[src/rtl/muldiv_unit.sv]
module muldiv_unit #(
  parameter int DW = 16
) (
  input  logic          clk,
  input  logic          rst_n,
  input  logic          we,
  input  logic [2:0]    addr,
  input  logic [DW-1:0] wdata,
  output logic [DW-1:0] rdata,
  output logic          busy,
  output logic          ovf
);
  localparam int PW = 2 * DW;
  localparam int CW = $clog2(PW);

  logic [DW-1:0] a_hi, a_lo, b_q;
  logic [PW-1:0] c_q;
  logic [1:0]    mode;
  logic          sgn, go;
  logic [CW-1:0] cnt;
  logic [DW-1:0] rem;

  wire is_div  = mode[1];
  wire is_mac  = (mode == 2'b01);
  wire ctl_wr  = we && addr == 3'd5;
  wire trig    = we && addr == 3'd1 && !is_div;

  wire [PW-1:0] prod_u = {{DW{1'b0}}, a_hi} * {{DW{1'b0}}, a_lo};
  wire signed [PW-1:0] prod_s = $signed({{DW{a_hi[DW-1]}}, a_hi}) * $signed({{DW{a_lo[DW-1]}}, a_lo});
  wire [PW-1:0] prod   = sgn ? prod_s : prod_u;
  wire [PW:0]   sum    = {1'b0, c_q} + {1'b0, prod};
  wire          ov_u   = sum[PW];
  wire          ov_s   = (c_q[PW-1] == prod[PW-1]) && (sum[PW-1] != c_q[PW-1]);

  wire [PW-1:0] a_cat  = {a_hi, a_lo};
  wire [DW:0]   r_sh   = {rem, a_cat[PW-1]};
  wire          ge     = r_sh >= {1'b0, b_q};
  wire [DW:0]   r_sub  = r_sh - {1'b0, b_q};
  wire [DW-1:0] rem_n  = ge ? r_sub[DW-1:0] : r_sh[DW-1:0];
  wire [PW-1:0] a_n    = {a_cat[PW-2:0], ge};

  always_ff @(posedge clk or negedge rst_n) begin
    if (!rst_n) begin
      a_hi <= '0; a_lo <= '0; b_q <= '0; c_q <= '0;
      mode <= '0; sgn <= 1'b0; busy <= 1'b0; ovf <= 1'b0;
      go <= 1'b0; cnt <= '0; rem <= '0;
    end else begin
      go <= trig;
      if (we) begin
        case (addr)
          3'd0: a_hi <= wdata;
          3'd1: a_lo <= wdata;
          3'd2: b_q  <= wdata;
          3'd3: c_q[DW-1:0]  <= wdata;
          3'd4: c_q[PW-1:DW] <= wdata;
          default: ;
        endcase
      end
      if (ctl_wr && !busy) begin
        mode <= wdata[7:6];
        sgn  <= wdata[3];
        ovf  <= 1'b0;
        busy <= wdata[7] & wdata[0];
        cnt  <= '0;
        rem  <= '0;
      end
      if (go) begin
        if (is_mac) begin
          c_q <= sum[PW-1:0];
          if (sgn ? ov_s : ov_u) ovf <= 1'b1;
        end else if (!is_div) begin
          c_q <= prod;
        end
      end
      if (busy) begin
        {a_hi, a_lo} <= a_n;
        rem <= rem_n;
        cnt <= cnt + 1'b1;
        if (cnt == CW'(PW - 1)) begin
          busy <= 1'b0;
          c_q  <= {{DW{1'b0}}, rem_n};
        end
      end
    end
  end

  wire [7:0] ctl_rd = is_div ? {mode, 5'b0, busy} : {mode, 2'b0, sgn, 1'b0, ovf, 1'b0};

  always_comb begin
    case (addr)
      3'd0:    rdata = a_hi;
      3'd1:    rdata = a_lo;
      3'd2:    rdata = b_q;
      3'd3:    rdata = c_q[DW-1:0];
      3'd4:    rdata = c_q[PW-1:DW];
      3'd5:    rdata = DW'(ctl_rd);
      default: rdata = '0;
    endcase
  end
endmodule


[config.mk]
export PLATFORM = sky130hd
export DESIGN_NAME = muldiv_unit
export DESIGN_NICKNAME = d
export VERILOG_FILES = /design/src/rtl/muldiv_unit.sv
export SDC_FILE = /design/constraint.sdc
export NUM_CORES = 1
export LEC_CHECK = 0
export ABC_AREA = 1
export BUFFER_PORTS_ARGS = -buffer_cell sky130_fd_sc_hd__buf_2
export CAP_MARGIN = 20
export CORE_MARGIN = 4
export CORE_UTILIZATION = 55
export CTS_CLUSTER_DIAMETER = 30
export DETAILED_ROUTE_END_ITERATION = 16
export GPL_ROUTABILITY_DRIVEN = 0
export PLACE_DENSITY = 0.71
export SETUP_SLACK_MARGIN = 0.05
export SYNTH_ARGS = -nofsm -noshare
export SYNTH_HDL_FRONTEND = slang
export SYNTH_SLANG_ARGS = --single-unit
[constraint.sdc]
create_clock -name clk -period 9.4 [get_ports clk]
set_input_delay 0.94 -clock clk [delete_from_list [all_inputs] [get_ports clk]]
set_output_delay 0.94 -clock clk [all_outputs]
set_load 0.02 [all_outputs]
==> summary.txt <==
STA
  • Final Max Slew Viols: 0
  • Slew margin rel.: 0.290
  • Setup TNS: 0 ns
  • Max Fclk: 121 MHz
  • Clock Skews: 0.0141 ns
  • Final Setup Violations: 0
  • Final worst-path cycle share: 0.876
  • Final worst slack: 1.16 ns
  • Crit path time final: 8.24 ns
  • Final Hold Fails: 0
  • RSZ-0062 raised after global routing: no
  • Slew at the pin with the worst max-slew slack: 1.06 ns

Placement
  • # port buffers: 39
  • Detailed placer's ending HPWL: 69100 µm
  • DP Worst Slack: 1.31 ns

Setup path
  • CP Class: flop to flop
  • Worst r2r src: a_hi[15]
  • R2R Setup Slk: 1.16 ns
  • Slowest CP cell: fa_1
  • Crit path DAT: 8.49 ns
  • Crit-path max FO: 20
  • R2r endpoint: ovf
  • Worst R2R Path Depth: 31
  • Largest stage delay, worst path: 0.73 ns
  • CP Launch Type: flop
  • Crit end category: flop
  • WP data required: 9.65 ns
  • CP most frequent cell: nand2_1

Run
  • Max Cap Viol: 0

GRT
  • Vias in the first global route: 23700
  • Largest net degree at the start of global routing: 67
  • Total grt overflow: 0
  • Antenna violations before repair: 0
  • Met2 Use GR: 0.527
  • Total GRT Usage: 0.333
  • Met1 Use GR: 0.450
  • Grt peak-use layer: met2
  • Global-route wire length before repair: 130000 µm
  • Met3 Usage GRT: 0.0465

Synthesis
  • Area leader, netlist: fa_1
  • Unique masters post-synth: 52
  • Ranking of synthesized cells by area: fa_1, nand2_1, inv_1
  • Mapped cell area: 25300 µm²
  • Top_reg_cell synth: dfrtp_1
  • Synth Register Bits: 107
  • Yosys top cell area share: 0.289
  • YS warnings: 0
  • Register area share after synthesis: 0.106
  • Syn_area_per_cell: 6.94 µm²
  • Number of synthesized flops with an enable pin: 0
  • Ys async rst share: 1.00
  • Cells after synthesis: 3654
  • Synth Net Count: 4246

Floorplanning
  • Die area: 49600 µm²
  • Die Width: 223 µm
  • Starting Density: 0.557
  • Core Region: 45500 µm²
  • IO Pins: 40
  • Die H: 223 µm
  • Std-Cell Rows: 78

Clock network
  • TritonCTS Buffers: 9
  • Hold_buf cts: 0
  • CTS tree: yes
  • CTS clk-pin slew, worst paths: 0.09 ns
  • H-tree depth: 3
  • Post-CTS sizing: 0
  • Clock Tree Buf Depth: 2
  • Clock Root Buffer: clkbuf_16
  • Setup Buffers After CTS: 0
  • # clock sinks: 107
  • Clock latency on the worst-skew pair: 0.37 ns

Worst hold path
  • Hold path endpoint: b_q[15]
  • Hold Crit Start: b_q[15]
  • Worst Hold Depth: 2
  • Min-delay worst type: flop to flop

Status
  • Status: completed

Finish
  • Area Growth Syn to Fin: 4.46%
  • Fraction of layout cells with a size suffix above 1: 0.0388
  • Nets: 4220

Routing
  • Routed WL per cell: 19.5 µm
  • Vias per cell: 5.64
  • Drt initial violations: 2525
  • Final WL: 82600 µm
  • ANT nets after route: 0
  • Pre-antenna DRT Iters: 6
  • Total number of vias: 23900
  • DRC: 0
## synth_stat cells (15+ instances only)
cell type  instances
a21oi_1          178
nand3_1          197
and2_1            15
fa_1             366
clkbuf_1          88
xnor2_1           15
nor2_1           187
o21ai_1           37
inv_1            878
ha_1             204
nor3_1            24
nand2_1          971
buf_1             20
xor2_1            18
dfrtp_1          107
nand4_1           43
o21ai_0          155
## critical path, delay by kind of cell (launching register included)
family	cells	cell delay (ns)
fa+ha+maj	8	4.06
simple gates	15	2.42
buf+inv	6	0.84
flops	1	0.65
compound gates	2	0.14
## cells by family (layout without fill, tap and decap cells)
group / count (synthesis) / in the layout / share of synthesized area
simple gates: 1476 / 1476 / 0.241
buf+inv: 1007 / 986 / 0.151
fa+ha+maj: 570 / 570 / 0.390
compound gates: 459 / 459 / 0.101
flops: 107 / 107 / 0.106
xor+xnor: 33 / 33 / 0.0114
mux: 2 / 2 / 0.000790
other cells: 0 / 1 / 0
## cell usage in the layout (no fill, tap or decap), types with 3 or more instances in the layout
master / count
o21ai_0: 155
a22oi_1: 11
a22o_1: 3
o211ai_1: 5
o22ai_1: 6
nor2_2: 7
inv_2: 5
or2_2: 6
o2111ai_1: 11
or2_0: 3
and2_1: 15
a21o_1: 9
nor4_1: 4
fa_1: 366
clkbuf_16: 9
dfrtp_1: 106
xor2_1: 18
buf_4: 44
nand2_2: 4
a21boi_0: 4
nand2_1: 971
nand3b_1: 5
o21bai_1: 14
nor3_1: 24
xnor2_1: 15
a221oi_1: 6
nand3_1: 197
o21ai_1: 37
a21oi_1: 176
nor3_2: 4
inv_1: 878
a21oi_2: 6
ha_1: 204
o21a_1: 6
nand4_1: 43
buf_2: 38
nor2_1: 186
## sequential cells by signal (all words and copies together) (netlist names)
| signal | count |
|---|---|
| c_q | 32 |
| a_hi | 16 |
| a_lo | 16 |
| b_q | 16 |
| rem | 16 |
| cnt | 5 |
| mode | 2 |
| busy | 1 |
| go | 1 |
| ovf | 1 |
| sgn | 1 |
## metrics by stage
step | area, µm² | hold slack [ns] | std cells | utilization
2_1_floorplan | 25300 | 0.453 | 3654 | -
3_3_place_gp | 26100 | 0.465 | 4214 | 0.575
4_1_cts | 26400 | 0.493 | 4230 | 0.581
5_1_grt | 26500 | 0.524 | 4233 | 0.582
6_report | 26500 | 0.491 | 4234 | 0.582
3_5_place_dp | 26100 | 0.473 | 4214 | 0.575
## worst max-delay path by stage
| stage | from | slack (ns) | to |
|---|---|---|---|
| floorplan | a_hi[15] | 2.30 | ovf |
| finish | a_hi[15] | 1.16 | ovf |
| detailed placement | a_hi[15] | 1.31 | ovf |
| CTS | a_hi[15] | 1.28 | ovf |
| global placement | a_hi[15] | 1.42 | ovf |
| global route | a_hi[15] | 0.75 | ovf |
## layout make-up
cell class,instances,area [µm²]
diodes,1,2.50
clock inverters,7,80.1
clock buffers,9,225
repair buffers,85,562
fillers,4455,19000
well taps,600,751
flip-flops and latches,107,2680
multi-input cells,2540,18900
inverters,885,3320
## per-layer routing
metal | vias up | routed length [µm] | share of wire
met5 | - | 0 | 0
met1 | 11300 | 32300 | 0.39
li1 | 11100 | - | -
met3 | 284 | 8080 | 0.098
met4 | 0 | 5270 | 0.064
met2 | 1263 | 37000 | 0.45
Power is not shown: default switching activity piles up to over one toggle a cycle in this logic, so the estimate is an artifact.
